`src/rtl/an_pd_pkg.sv`:
```
package an_pd_pkg;

    typedef enum logic [1:0] {
        ST_OFF    = 2'd0,
        ST_BREAK  = 2'd1,
        ST_LISTEN = 2'd2,
        ST_DONE   = 2'd3
    } an_state_e;

    localparam int ABIL_W     = 16;
    localparam int POS_10     = 5;
    localparam int POS_100    = 7;
    localparam int POS_100FD  = 8;
    localparam int POS_NP     = 15;
    localparam logic [4:0] SEL_ETH = 5'b00001;

    typedef struct packed {
        an_state_e          st;
        logic [ABIL_W-1:0]  lp_abil;
        logic               lp_an_able;
        logic               pg_rcvd;
        logic               lp_np;
        logic               pd_fault;
        logic               done;
        logic               spd100;
    } an_regs_t;

endpackage

```
`src/rtl/an_en_edge.sv`:
```
module an_en_edge (
    input  logic clk,
    input  logic rst_n,
    input  logic en,
    output logic rise
);
    logic en_d, en_q;

    always_comb begin
        en_d = en;
        rise = en & ~en_q;
    end

    // Resets to 1 so an enable already high out of reset is no edge.
    always_ff @(posedge clk or negedge rst_n) begin
        if (!rst_n) en_q <= 1'b1;
        else        en_q <= en_d;
    end
endmodule

```
`src/rtl/an_break_timer.sv`:
```
module an_break_timer #(
    parameter int BREAK_CYC = 75_000_000
) (
    input  logic clk,
    input  logic rst_n,
    input  logic start,
    output logic expire
);
    localparam int CNT_W = $clog2(BREAK_CYC + 1);
    localparam logic [CNT_W-1:0] LOAD = CNT_W'(BREAK_CYC);

    logic [CNT_W-1:0] cnt_d, cnt_q;

    always_comb begin
        cnt_d = cnt_q;
        if (start)
            cnt_d = LOAD;
        else if (cnt_q != '0)
            cnt_d = cnt_q - 1'b1;
        expire = (cnt_q == CNT_W'(1)) && !start;
    end

    always_ff @(posedge clk or negedge rst_n) begin
        if (!rst_n) cnt_q <= '0;
        else        cnt_q <= cnt_d;
    end
endmodule

```
`src/rtl/an_pd_classify.sv`:
```
module an_pd_classify (
    input  logic link10,
    input  logic link100,
    input  logic flp,
    output logic only10,
    output logic only100,
    output logic clash
);
    always_comb begin
        only10  = !flp &&  link10 && !link100;
        only100 = !flp && !link10 &&  link100;
        clash   = !flp &&  link10 &&  link100;
    end
endmodule

```
`src/rtl/an_pd_arbiter.sv`:
```
module an_pd_arbiter
    import an_pd_pkg::*;
#(
    parameter int   BREAK_CYC = 75_000_000,
    parameter logic LOCAL_NP  = 1'b0
) (
    input  logic              clk,
    input  logic              rst_n,
    input  logic              cfg_an_en,
    input  logic              cfg_restart,
    input  logic              status_rd,
    input  logic              link10_ok,
    input  logic              link100_ok,
    input  logic              flp_seen,
    input  logic              page_done,
    input  logic [15:0]       page_word,
    output logic [15:0]       lp_ability,
    output logic [4:0]        exp_status,
    output logic              an_complete,
    output logic              speed_100,
    output logic              tx_silence
);
    an_regs_t r_d, r_q;
    logic en_rise, brk_start, brk_expire;
    logic only10, only100, clash;
    logic armed, fault_set;

    an_en_edge u_edge (
        .clk   (clk),
        .rst_n (rst_n),
        .en    (cfg_an_en),
        .rise  (en_rise)
    );

    an_break_timer #(.BREAK_CYC(BREAK_CYC)) u_timer (
        .clk    (clk),
        .rst_n  (rst_n),
        .start  (brk_start),
        .expire (brk_expire)
    );

    an_pd_classify u_cls (
        .link10  (link10_ok),
        .link100 (link100_ok),
        .flp     (flp_seen),
        .only10  (only10),
        .only100 (only100),
        .clash   (clash)
    );

    assign armed = (r_q.st != ST_OFF);

    always_comb begin
        r_d       = r_q;
        brk_start = 1'b0;
        fault_set = 1'b0;

        if (!cfg_an_en) begin
            r_d.st   = ST_OFF;
            r_d.done = 1'b0;
        end else if (en_rise || (cfg_restart && armed)) begin
            brk_start      = 1'b1;
            r_d.st         = ST_BREAK;
            r_d.lp_abil    = '0;
            r_d.lp_an_able = 1'b0;
            r_d.pg_rcvd    = 1'b0;
            r_d.lp_np      = 1'b0;
            r_d.done       = 1'b0;
            r_d.spd100     = 1'b0;
        end else begin
            unique case (r_q.st)
                ST_BREAK: begin
                    if (brk_expire) r_d.st = ST_LISTEN;
                end
                ST_LISTEN: begin
                    if (page_done) begin
                        r_d.st         = ST_DONE;
                        r_d.done       = 1'b1;
                        r_d.lp_abil    = page_word;
                        r_d.lp_an_able = 1'b1;
                        r_d.pg_rcvd    = 1'b1;
                        r_d.lp_np      = page_word[POS_NP];
                        r_d.spd100     = page_word[POS_100] | page_word[POS_100FD];
                    end else if (only10 || only100) begin
                        r_d.st                = ST_DONE;
                        r_d.done              = 1'b1;
                        r_d.lp_abil           = '0;
                        r_d.lp_abil[4:0]      = SEL_ETH;
                        r_d.lp_abil[POS_10]   = only10;
                        r_d.lp_abil[POS_100]  = only100;
                        r_d.lp_an_able        = 1'b0;
                        r_d.pg_rcvd           = 1'b0;
                        r_d.lp_np             = 1'b0;
                        r_d.spd100            = only100;
                    end else if (clash) begin
                        fault_set = 1'b1;
                    end
                end
                ST_DONE: begin
                    if (r_q.spd100 ? !link100_ok : !link10_ok) begin
                        r_d.st   = ST_LISTEN;
                        r_d.done = 1'b0;
                    end
                end
                default: r_d.st = ST_OFF;
            endcase
        end

        // Read clears the sticky fault; a new fault in the same cycle wins.
        if (status_rd) r_d.pd_fault = 1'b0;
        if (fault_set) r_d.pd_fault = 1'b1;
    end

    always_ff @(posedge clk or negedge rst_n) begin
        if (!rst_n) begin
            r_q <= '{st: ST_OFF, lp_abil: '0, lp_an_able: 1'b0, pg_rcvd: 1'b0,
                     lp_np: 1'b0, pd_fault: 1'b0, done: 1'b0, spd100: 1'b0};
        end else begin
            r_q <= r_d;
        end
    end

    assign lp_ability  = r_q.lp_abil;
    assign exp_status  = {r_q.pd_fault, r_q.lp_np, LOCAL_NP, r_q.pg_rcvd, r_q.lp_an_able};
    assign an_complete = r_q.done;
    assign speed_100   = r_q.spd100;
    assign tx_silence  = (r_q.st == ST_BREAK);

endmodule

```
`config.mk`:
```
export PLATFORM = sky130hd
export DESIGN_NAME = an_pd_arbiter
export DESIGN_NICKNAME = d
export VERILOG_FILES = /design/src/rtl/an_pd_pkg.sv /design/src/rtl/an_en_edge.sv /design/src/rtl/an_break_timer.sv /design/src/rtl/an_pd_classify.sv /design/src/rtl/an_pd_arbiter.sv
export SDC_FILE = /design/constraint.sdc
export NUM_CORES = 1
export LEC_CHECK = 0
export CORE_ASPECT_RATIO = 1.25
export CORE_MARGIN = 2
export CORE_UTILIZATION = 65
export CTS_BUF_LIST = sky130_fd_sc_hd__clkbuf_8
export CTS_CLUSTER_DIAMETER = 80
export DETAILED_ROUTE_END_ITERATION = 16
export DONT_BUFFER_PORTS = 1
export GPL_TIMING_DRIVEN = 0
export PLACE_DENSITY = 0.81
export SLEW_MARGIN = 10
export SYNTH_ARGS = -nofsm -noshare
export SYNTH_HDL_FRONTEND = slang
export SYNTH_SLANG_ARGS = --single-unit
```
`constraint.sdc`:
```
create_clock -name clk -period 2.7 [get_ports clk]
set_input_delay 0.405 -clock clk [delete_from_list [all_inputs] [get_ports clk]]
set_output_delay 0.405 -clock clk [all_outputs]
set_load 0.02 [all_outputs]
```
==> impl_metrics.csv, run 1 <==
group,metric,value,unit
finish,final_cell_mix,"dfrtp_1 (49), buf_4 (22), nand2_1 (18), nor2_1 (18), a22o_1 (13)",
route,via_per_inst,6.28,
setup_path,critPathLaunchType,"register",
finish,layout_commonest_cell,"dfrtp_1",
place,pre_cts_slack,-0.0330,ns
die,dieArea,0.00472,sq mm
pwr,ir_drop,0.384,mV
finish,area_growth,8.28,%
logic_synthesis,synth_edf_count,0,
global_routing,antenna_found_initial,0,
setup_path,critical-path-top-delay-family,"simple AND/OR/NAND/NOR gates",
timing,finClkSkew,0.00519,ns
worst_hold_path,hold_depth,0,
logic_synthesis,synth.distinct_cells,57,
place,placedCellCount,323,
flow_run,max-cap-violations,0,
setup_path,path_max_fanout,6,
cts,clk_transition_reported_paths,0.09,ns
global_routing,grt_pass1_wl,8610,um
cts,cts_root_buf,"clkbuf_8",
logic_synthesis,syn_inst,267,
timing,fin_crit,2.55,ns
logic_synthesis,yosys_register_bits,50,
setup_path,crit_chain,"or4_4 -> or3_1 -> buf_2 -> nor3_1 -> and4_1 -> o32ai_1",
die,io_pins,49,
timing,worst_pin_slew,0.967,ns
setup_path,cp-end-kind,"register",
die,fp.dieW,61.9,um
global_routing,grt_usage,24.0,%
logic_synthesis,synth-main-ff-cell,"dfrtp_1",
cts,cts_inserted_buffers,5,
timing,min_period_over_period,94.4,%
die,core,0.00407,sq mm
setup_path,path_depth,6,
route,drtAntennaViolNets,0,
finish,drive_above_1_share,21.9,%
timing,rsz0062_at_grt,"no",
route,drc,0,
route,avgRoutedWirePerCell,16.4,um
route,drt-total-wl,5460,um
logic_synthesis,yosys-top-cells-area,"dfrtp_1 (45%), buf_4 (5.8%), a22o_1 (4.2%)",
pwr,p_leak,1.23,nW
timing,setup_viol,0,
logic_synthesis,yosysWarningCount,0,
setup_path,arrival,2.73,ns
logic_synthesis,ys_async_sr_fraction,100,%
timing,drv_slew,0,
setup_path,worst_r2r_path_depth,6,
setup_path,slowest_delay,0.58,ns
cts,cts_sinks,50,
logic_synthesis,netlist_area,0.00272,sq mm
timing,fin_ws,0.150,ns
logic_synthesis,synth_top_area_share,45.1,%
logic_synthesis,synth_fp_nets,294,
global_routing,grt_max_degree,51,
logic_synthesis,yosys.area.top_type,"dfrtp_1",
setup_path,worst-setup-path-type,"reg2reg",
route,drtIter0Drc,131,
global_routing,grt_overflow_total,0,
route,first_pass_iters,4,
place,numPortBuffers,0,
cts,cts_tree,"yes",
timing,maxSlewHeadroom,34.9,%
finish,final_area,0.00295,sq mm
die,rows,26,
setup_path,required,2.88,ns
die,start_util,66.9,%
finish,num_antenna_cells,0,
setup_path,path_buf_inv,1,
die,dieHeight,76.3,um
timing,hold_viol_final,0,
cts,htree_levels,2,
timing,hold_slack,0.0878,ns
logic_synthesis,synth.yosys.seq_area_share,46.0,%
route,vias,2097,
run_status,status,"finished clean",
cts,clk_path_buf_depth,2,
finish,stdcell_count,334,
setup_path,cp_slowest_cell,"or4_4",
place,placed_area,0.00279,sq mm
pwr,powerDensity,551,mW/mm^2
timing,fmaxAchievable,392,MHz
cts,clk_latency,0.30,ns
place,place_hpwl,3800,um
logic_synthesis,syn_area_per_cell,10.2,sq um
worst_hold_path,hold_class,"in2reg",
finish,nets,304,
global_routing,grt_pass1_vias,1895,
place,gp_congestion,0.865,
==> layer usage <==
metal | share of wire (%) | global-route usage [%] | vias up
met1 | 43 | 31.0 | 1006
met5 | 0 | 0 | -
li1 | - | - | 1002
met2 | 49 | 37.5 | 73
met4 | 2.7 | 11.9 | 0
met3 | 5.8 | 4.75 | 16
==> power by group <==
part           leakage, nW  internal, mW  switching, mW
clock network       0.0441         0.182          0.251
registers            0.631         0.809         0.0747
logic                0.556         0.128          0.180
total                 1.23          1.12          0.506
==> cell families after synthesis <==
kind of cell | after synthesis | share of synthesized area, %
compound gates | 64 | 17.1
xor+xnor | 7 | 2.25
fa+ha+maj | 2 | 0.919
buf+inv | 37 | 9.01
flops | 50 | 46.0
mux | 6 | 2.39
other cells | 1 | 0.138
simple gates | 100 | 22.2
==> Yosys cell counts (2+ instances only) <==
| master | count |
|---|---|
| o21ai_0 | 7 |
| or3_1 | 6 |
| or4_4 | 2 |
| ha_1 | 2 |
| nor4_1 | 9 |
| nor3_1 | 7 |
| and2_1 | 2 |
| o31ai_1 | 9 |
| a211oi_1 | 2 |
| o41ai_1 | 2 |
| nand3_1 | 7 |
| a21o_1 | 2 |
| xnor2_1 | 7 |
| inv_1 | 6 |
| nor2_1 | 18 |
| or4_1 | 8 |
| buf_2 | 2 |
| mux2i_1 | 2 |
| or4_2 | 4 |
| clkbuf_1 | 5 |
| and4_1 | 3 |
| mux2_2 | 4 |
| nor3b_1 | 2 |
| a21oi_1 | 12 |
| a22o_1 | 13 |
| nand2_1 | 18 |
| buf_4 | 21 |
| a211o_1 | 2 |
| or2_2 | 3 |
| dfrtp_1 | 49 |
| buf_6 | 2 |
| o21a_1 | 2 |
| a31oi_1 | 3 |
==> flip-flops by register name, summed over array words and instances (netlist names) <==
register	cells
an_complete	1
u_edge.en_q	1
lp_ability	15
speed_100	1
exp_status	3
r_q	2
u_timer.cnt_q	27
==> metrics by stage <==
stage / total power [mW] / setup TNS (ns) / util, %
5_1_grt: 1.71 / 0 / 72.5
4_1_cts: 1.62 / 0 / 72.0
2_1_floorplan: 1.11 / 0 / -
6_report: 1.62 / 0 / 72.5
3_5_place_dp: 1.17 / -0.0634 / 68.6
3_3_place_gp: 1.15 / -0.0163 / 68.6
==> layout make-up <==
type / instances / area [sq um]
inverter: 6 / 22.5
timing repair buffer: 3 / 45.0
buffer: 31 / 223
clock buffer: 5 / 68.8
sequential: 50 / 1250
fill: 303 / 1120
clock inverter: 3 / 21.3
tap: 56 / 70.1
multi-input combinational: 180 / 1240
==> worst paths after layout <==
check | start | to | slack, ns
setup / recovery | u_timer.cnt_q[19] | u_timer.cnt_q[15] | 0.15
hold / removal | cfg_an_en | u_edge.en_q | 0.09
setup reg to reg | u_timer.cnt_q[19] | u_timer.cnt_q[15] | 0.15
hold reg to reg | lp_ability[14] | lp_ability[14] | 0.51
max in group asynchronous | rst_n | u_edge.en_q | 1.81
min in group asynchronous | rst_n | speed_100 | 0.61
==> what timing repair did <==
action,in CTS,in global routing
buffers inserted,1,0
endpoints found under the setup margin,8,11
pin swaps,1,0
resized for setup,0,3
hold buffers,2,0
hold endpoints to repair,50,0
No activity file was read; power rests on OpenSTA's default activity.
==> inputs of run 2 (changes only) <==
--- a/config.mk
+++ b/config.mk
@@ -18,3 +18,4 @@
 export SYNTH_ARGS = -nofsm -noshare
 export SYNTH_HDL_FRONTEND = slang
+export SYNTH_HIERARCHICAL = 1
 export SYNTH_SLANG_ARGS = --single-unit
==> constraint.sdc (replaced) <==
create_clock -name clk -period 2.7 [get_ports clk]
set_input_delay 0.405 -clock clk [delete_from_list [all_inputs] [get_ports clk]]
set_output_delay 0.405 -clock clk [all_outputs]
set_load 0.05 [all_outputs]
==> impl_metrics.csv, run 2 <==
group,metric,value,unit
timing,fin_crit,2.55,ns
setup_path,arrival,2.74,ns
finish,area_growth,9.00,%
finish,num_antenna_cells,0,
flow_run,max-cap-violations,0,
worst_hold_path,hold_class,"in2reg",
route,drtIter0Drc,96,
die,dieArea,0.00487,sq mm
cts,clk_transition_reported_paths,0.09,ns
cts,clk_path_buf_depth,2,
finish,largest_register_ff_count,27,
setup_path,worst_r2r_path_depth,6,
setup_path,path_max_fanout,6,
place,numPortBuffers,0,
cts,cts_root_buf,"clkbuf_8",
place,gp_congestion,0.848,
finish,nets,307,
global_routing,grt_usage,25.0,%
pwr,total_power,1.72,mW
timing,setup_viol,0,
logic_synthesis,yosys-top-cells-area,"dfrtp_1 (44%), a32o_1 (6.4%), buf_4 (6.1%)",
setup_path,cp-end-kind,"register",
timing,min_period_over_period,94.6,%
logic_synthesis,synth_top_area_share,43.7,%
die,rows,26,
route,vias,2109,
logic_synthesis,synth.distinct_cells,56,
logic_synthesis,yosysWarningCount,6,
setup_path,crit_chain,"or4_4 -> or4_4 -> nor4_2 -> nor2_1 -> o22a_2 -> o31a_1",
logic_synthesis,synthTopCellsByCount,"dfrtp_1 (49), buf_4 (23), nor2_1 (22)",
pwr,powerDensity,563,mW/mm^2
cts,cts_sinks,50,
logic_synthesis,syn_area_per_cell,10.4,sq um
setup_path,required,2.89,ns
finish,final_cell_mix,"dfrtp_1 (49), buf_4 (26), nor2_1 (22)",
timing,worst_pin_slew,0.934,ns
place,placed_area,0.00288,sq mm
finish,layout_commonest_cell,"dfrtp_1",
finish,drive_above_1_share,23.1,%
global_routing,grt_pass1_vias,2087,
pwr,p_leak,1.22,nW
route,drt-total-wl,5670,um
die,start_util,68.0,%
run_status,status,"finished clean",
route,avgRoutedWirePerCell,16.8,um
route,first_pass_iters,4,
die,fp.dieW,62.8,um
timing,fin_ws,0.146,ns
global_routing,grt_pass1_wl,9800,um
logic_synthesis,ys_async_sr_fraction,100,%
timing,fmaxAchievable,392,MHz
logic_synthesis,synth_edf_count,0,
setup_path,slowest_delay,0.57,ns
finish,final_area,0.00306,sq mm
place,place_hpwl,4010,um
setup_path,critical-path-top-delay-family,"simple AND/OR/NAND/NOR gates",
finish,stdcell_count,337,
global_routing,top_usage_layer,"met2",
setup_path,path_buf_inv,0,
logic_synthesis,yosys.area.top_type,"dfrtp_1",
timing,finClkSkew,0.00420,ns
die,core,0.00413,sq mm
place,pre_cts_slack,-0.310,ns
pwr,ir_drop,0.285,mV
cts,cts_inserted_buffers,5,
logic_synthesis,synth.yosys.seq_area_share,44.6,%
cts,htree_levels,2,
timing,maxSlewHeadroom,37.6,%
finish,largest-register,"u_timer/cnt_q",
route,drtAntennaViolNets,0,
route,drc,0,
timing,hold_viol_final,0,
route,via_per_inst,6.26,
cts,cts_tree,"yes",
worst_hold_path,hold_depth,0,
logic_synthesis,synth_fp_nets,297,
setup_path,path_depth,6,
logic_synthesis,syn_inst,270,
cts,clk_latency,0.30,ns
setup_path,critPathMostFrequentCell,"or4_4",
logic_synthesis,synth-main-ff-cell,"dfrtp_1",
place,placedCellCount,326,
setup_path,cp_slowest_cell,"or4_4",
timing,drv_slew,0,
logic_synthesis,yosys_register_bits,50,
die,io_pins,49,
setup_path,critPathLaunchType,"register",
global_routing,grt_max_degree,51,
global_routing,gr-usage-met1,30.2,%
global_routing,grt_overflow_total,0,
global_routing,antenna_found_initial,0,
setup_path,worst-setup-path-type,"reg2reg",
logic_synthesis,netlist_area,0.00281,sq mm
logic_synthesis,yosys.cell_count.top_type,"dfrtp_1",
die,dieHeight,77.5,um
global_routing,grtUsageMet2,44.3,%
global_routing,met3_usage,5.07,%
==> run 2: per-stage QoR <==
stage                     setup TNS [ns]  hold WS [ns]  utilization, %
after global routing             -0.0108        0.0741            74.1
final                                  0        0.0916            74.1
after global placement            -0.232         0.110            69.7
after detailed placement          -0.310         0.111            69.7
after floorplan                        0         0.109               -
after CTS                              0        0.0845            73.7
==> run 2: worst paths after layout <==
check | start | end | slack [ns]
min in group asynchronous | rst_n | lp_ability[7] | 0.62
max | u_timer/cnt_q[19] | r_q[22] | 0.15
min | cfg_an_en | u_edge/en_q | 0.09
max reg2reg | u_timer/cnt_q[19] | r_q[22] | 0.15
min reg2reg | exp_status[4] | exp_status[4] | 0.50
max in group asynchronous | rst_n | u_edge/en_q | 1.82
==> run 2: metal layers <==
layer | part of all wire (%) | routed length [um]
met1 | 42 | 2360
met4 | 1.7 | 99
met5 | 0 | 0
met3 | 4.2 | 240
met2 | 52 | 2970
==> run 2: timing repair <==
| action | CTS | global route |
|---|---|---|
| pin swaps | 0 | 0 |
| endpoints found under the setup margin | 1 | 1 |
| gates resized for setup | 3 | 1 |
| endpoints found under the hold margin | 50 | 0 |
| hold buffers | 2 | 0 |
| buffers inserted | 0 | 2 |
==> run 2: power breakdown <==
group / internal [mW] / switching [mW]
Sequential: 0.805 / 0.0702
Combinational: 0.144 / 0.178
Clock: 0.276 / 0.251
Total: 1.22 / 0.499
==> run 2: cell families (layout without fill, tap and decap cells) <==
group	after synthesis	in the layout	synth area share, %
AOI/OAI and AO/OA	59	59	17.3
xor gates and xnor gates	10	10	3.12
adders and majority gates	2	2	0.891
buffers and inverters	42	53	9.84
DFF	50	50	44.6
muxes	7	7	2.63
other	1	1	0.134
and+or+nand+nor	99	99	21.5
==> run 2: layout make-up <==
| class | instances | area [sq um] |
|---|---|---|
| buffer | 33 | 245 |
| clock buffer | 5 | 68.8 |
| clock inverter | 3 | 45.0 |
| fill | 317 | 1070 |
| inverter | 8 | 33.8 |
| multi-input combinational | 178 | 1290 |
| sequential | 50 | 1250 |
| tap | 56 | 70.1 |
| timing repair buffer | 4 | 52.6 |
==> inputs of run 3 (changes only) <==
- clock period: 2.7 -> 3.07 ns (I/O delays scaled with it)
==> impl_metrics.csv, run 3 (synthesis results as in run 2) <==
group,metric,value,unit
place,numPortBuffers,0,
global_routing,grt_overflow_total,0,
cts,clk_latency,0.30,ns
finish,layout_commonest_cell,"dfrtp_1",
place,placedCellCount,326,
cts,cts_root_buf,"clkbuf_8",
timing,setup_tns,0,ns
setup_path,worst-setup-path-type,"reg2reg",
setup_path,regToRegStartpoint,"r_q[23]",
die,rows,26,
cts,cts_sinks,50,
setup_path,required,3.25,ns
route,drtAntennaViolNets,0,
die,fp.dieW,62.8,um
pwr,p_leak,1.22,nW
worst_hold_path,hold_class,"in2async",
die,dieHeight,77.5,um
setup_path,cp-end-kind,"register",
global_routing,grt_pass1_wl,9800,um
finish,num-fill-cells,317,
route,avgRoutedWirePerCell,16.8,um
timing,setup_viol,0,
timing,finClkSkew,0.00481,ns
route,drc,0,
die,dieArea,0.00487,sq mm
setup_path,critPathLaunchType,"register",
global_routing,antenna_found_initial,0,
global_routing,grt_pass1_vias,2088,
die,core,0.00413,sq mm
cts,htree_levels,2,
finish,largest-register,"u_timer/cnt_q",
cts,cts_inserted_buffers,5,
timing,drv_slew,0,
setup_path,crit_path_start,"r_q[23]",
finish,nets,305,
cts,clk_transition_reported_paths,0.09,ns
timing,min_period_over_period,92.3,%
cts,cts_tree,"yes",
route,drt-total-wl,5610,um
route,via_per_inst,6.23,
place,place_hpwl,4010,um
pwr,ir_drop,0.251,mV
finish,drive_above_1_share,22.2,%
timing,worst_pin_slew,0.934,ns
run_status,status,"finished clean",
finish,area_growth,8.02,%
timing,rsz0062_at_grt,"no",
die,start_util,68.0,%
finish,num_antenna_cells,0,
pwr,powerDensity,496,mW/mm^2
timing,hold_viol_final,0,
timing,hold_slack,0.00983,ns
route,vias,2087,
finish,final_cell_mix,"dfrtp_1 (49), buf_4 (23), nor2_1 (22)",
global_routing,grt_max_degree,51,
finish,stdcell_count,335,
timing,fin_crit,2.83,ns
setup_path,arrival,3.02,ns
global_routing,grt_usage,25.1,%
place,gp_congestion,0.848,
timing,maxSlewHeadroom,37.6,%
finish,largest_register_ff_count,27,
cts,clk_path_buf_depth,2,
timing,fmaxAchievable,353,MHz
route,drtIter0Drc,131,
setup_path,path_max_fanout,10,
flow_run,max-cap-violations,0,
cts,cts_setup_buffers,0,
route,first_pass_iters,4,
die,io_pins,49,
==> run 3: cell count changes in the layout (fill, tap and decap cells not counted) <==
cell | previous run | this run
dlygate4sd3_1 | 1 | 0
clkinvlp_4 | 3 | 2
buf_2 | 1 | 2
clkbuf_1 | 4 | 5
inv_1 | 7 | 8
buf_4 | 26 | 23
==> run 3: final timing paths <==
check                                endpoint  slack [ns]  cells past startpoint
worst min register to register  exp_status[4]        0.50                      1
worst max register to register        r_q[22]        0.24                     12
min in group clk                  u_edge/en_q        0.15                      0
max in group asynchronous         u_edge/en_q        2.80                      1
worst max-delay path                  r_q[22]        0.24                     12
worst min-delay path            lp_ability[7]        0.01                      1
==> run 3: worst max-delay path: stages, from the launching register on <==
cell	delay, ns
dfrtp_1	0.39
buf_6	0.14
o21a_1	0.21
o21ai_4	0.28
buf_2	0.29
inv_1	0.12
clkbuf_1	0.28
nor2_1	0.16
nand3_1	0.10
nor4_2	0.21
nor2_1	0.07
o22a_2	0.20
o31a_1	0.28
==> run 3: cell type report <==
type / instances / area (sq um) / share of cell area [%]
multi-input combinational: 178 / 1290 / 42.6
sequential: 50 / 1250 / 41.3
buffer: 34 / 246 / 8.12
tap: 56 / 70.1 / 2.31
clock buffer: 5 / 68.8 / 2.27
clock inverter: 3 / 45.0 / 1.48
inverter: 8 / 30.0 / 0.990
timing repair buffer: 1 / 27.5 / 0.907
==> run 3: repair_timing <==
action	CTS	global route
endpoints found under the hold margin	50	0
setup endpoints to repair	0	1
gates resized for setup	0	2
hold buffers	1	0
==> run 3: report_power, final <==
group | switching, mW | internal, mW
logic | 0.152 | 0.124
clock network | 0.218 | 0.242
registers | 0.0618 | 0.708
==> run 3: metal layers <==
layer  up-vias  GRT usage (%)  routed length [um]
met2        60           44.2                2890
li1        995              -                   -
met5         -              0                   0
met3        13           5.22                 256
met1      1019           30.0                2350
met4         0           9.56                 119
==> run 3: stage by stage <==
| step | utilization [%] | cell area [sq um] | setup slack [ns] | total power [mW] |
|---|---|---|---|---|
| floorplan | - | 2810 | 0.600 | 0.981 |
| global placement | 69.7 | 2880 | 0.138 | 1.03 |
| detailed placement | 69.7 | 2880 | 0.0600 | 1.04 |
| CTS | 73.1 | 3020 | 0.0373 | 1.52 |
| global route | 73.4 | 3030 | 0.00623 | 1.59 |
| finish | 73.4 | 3030 | 0.235 | 1.51 |
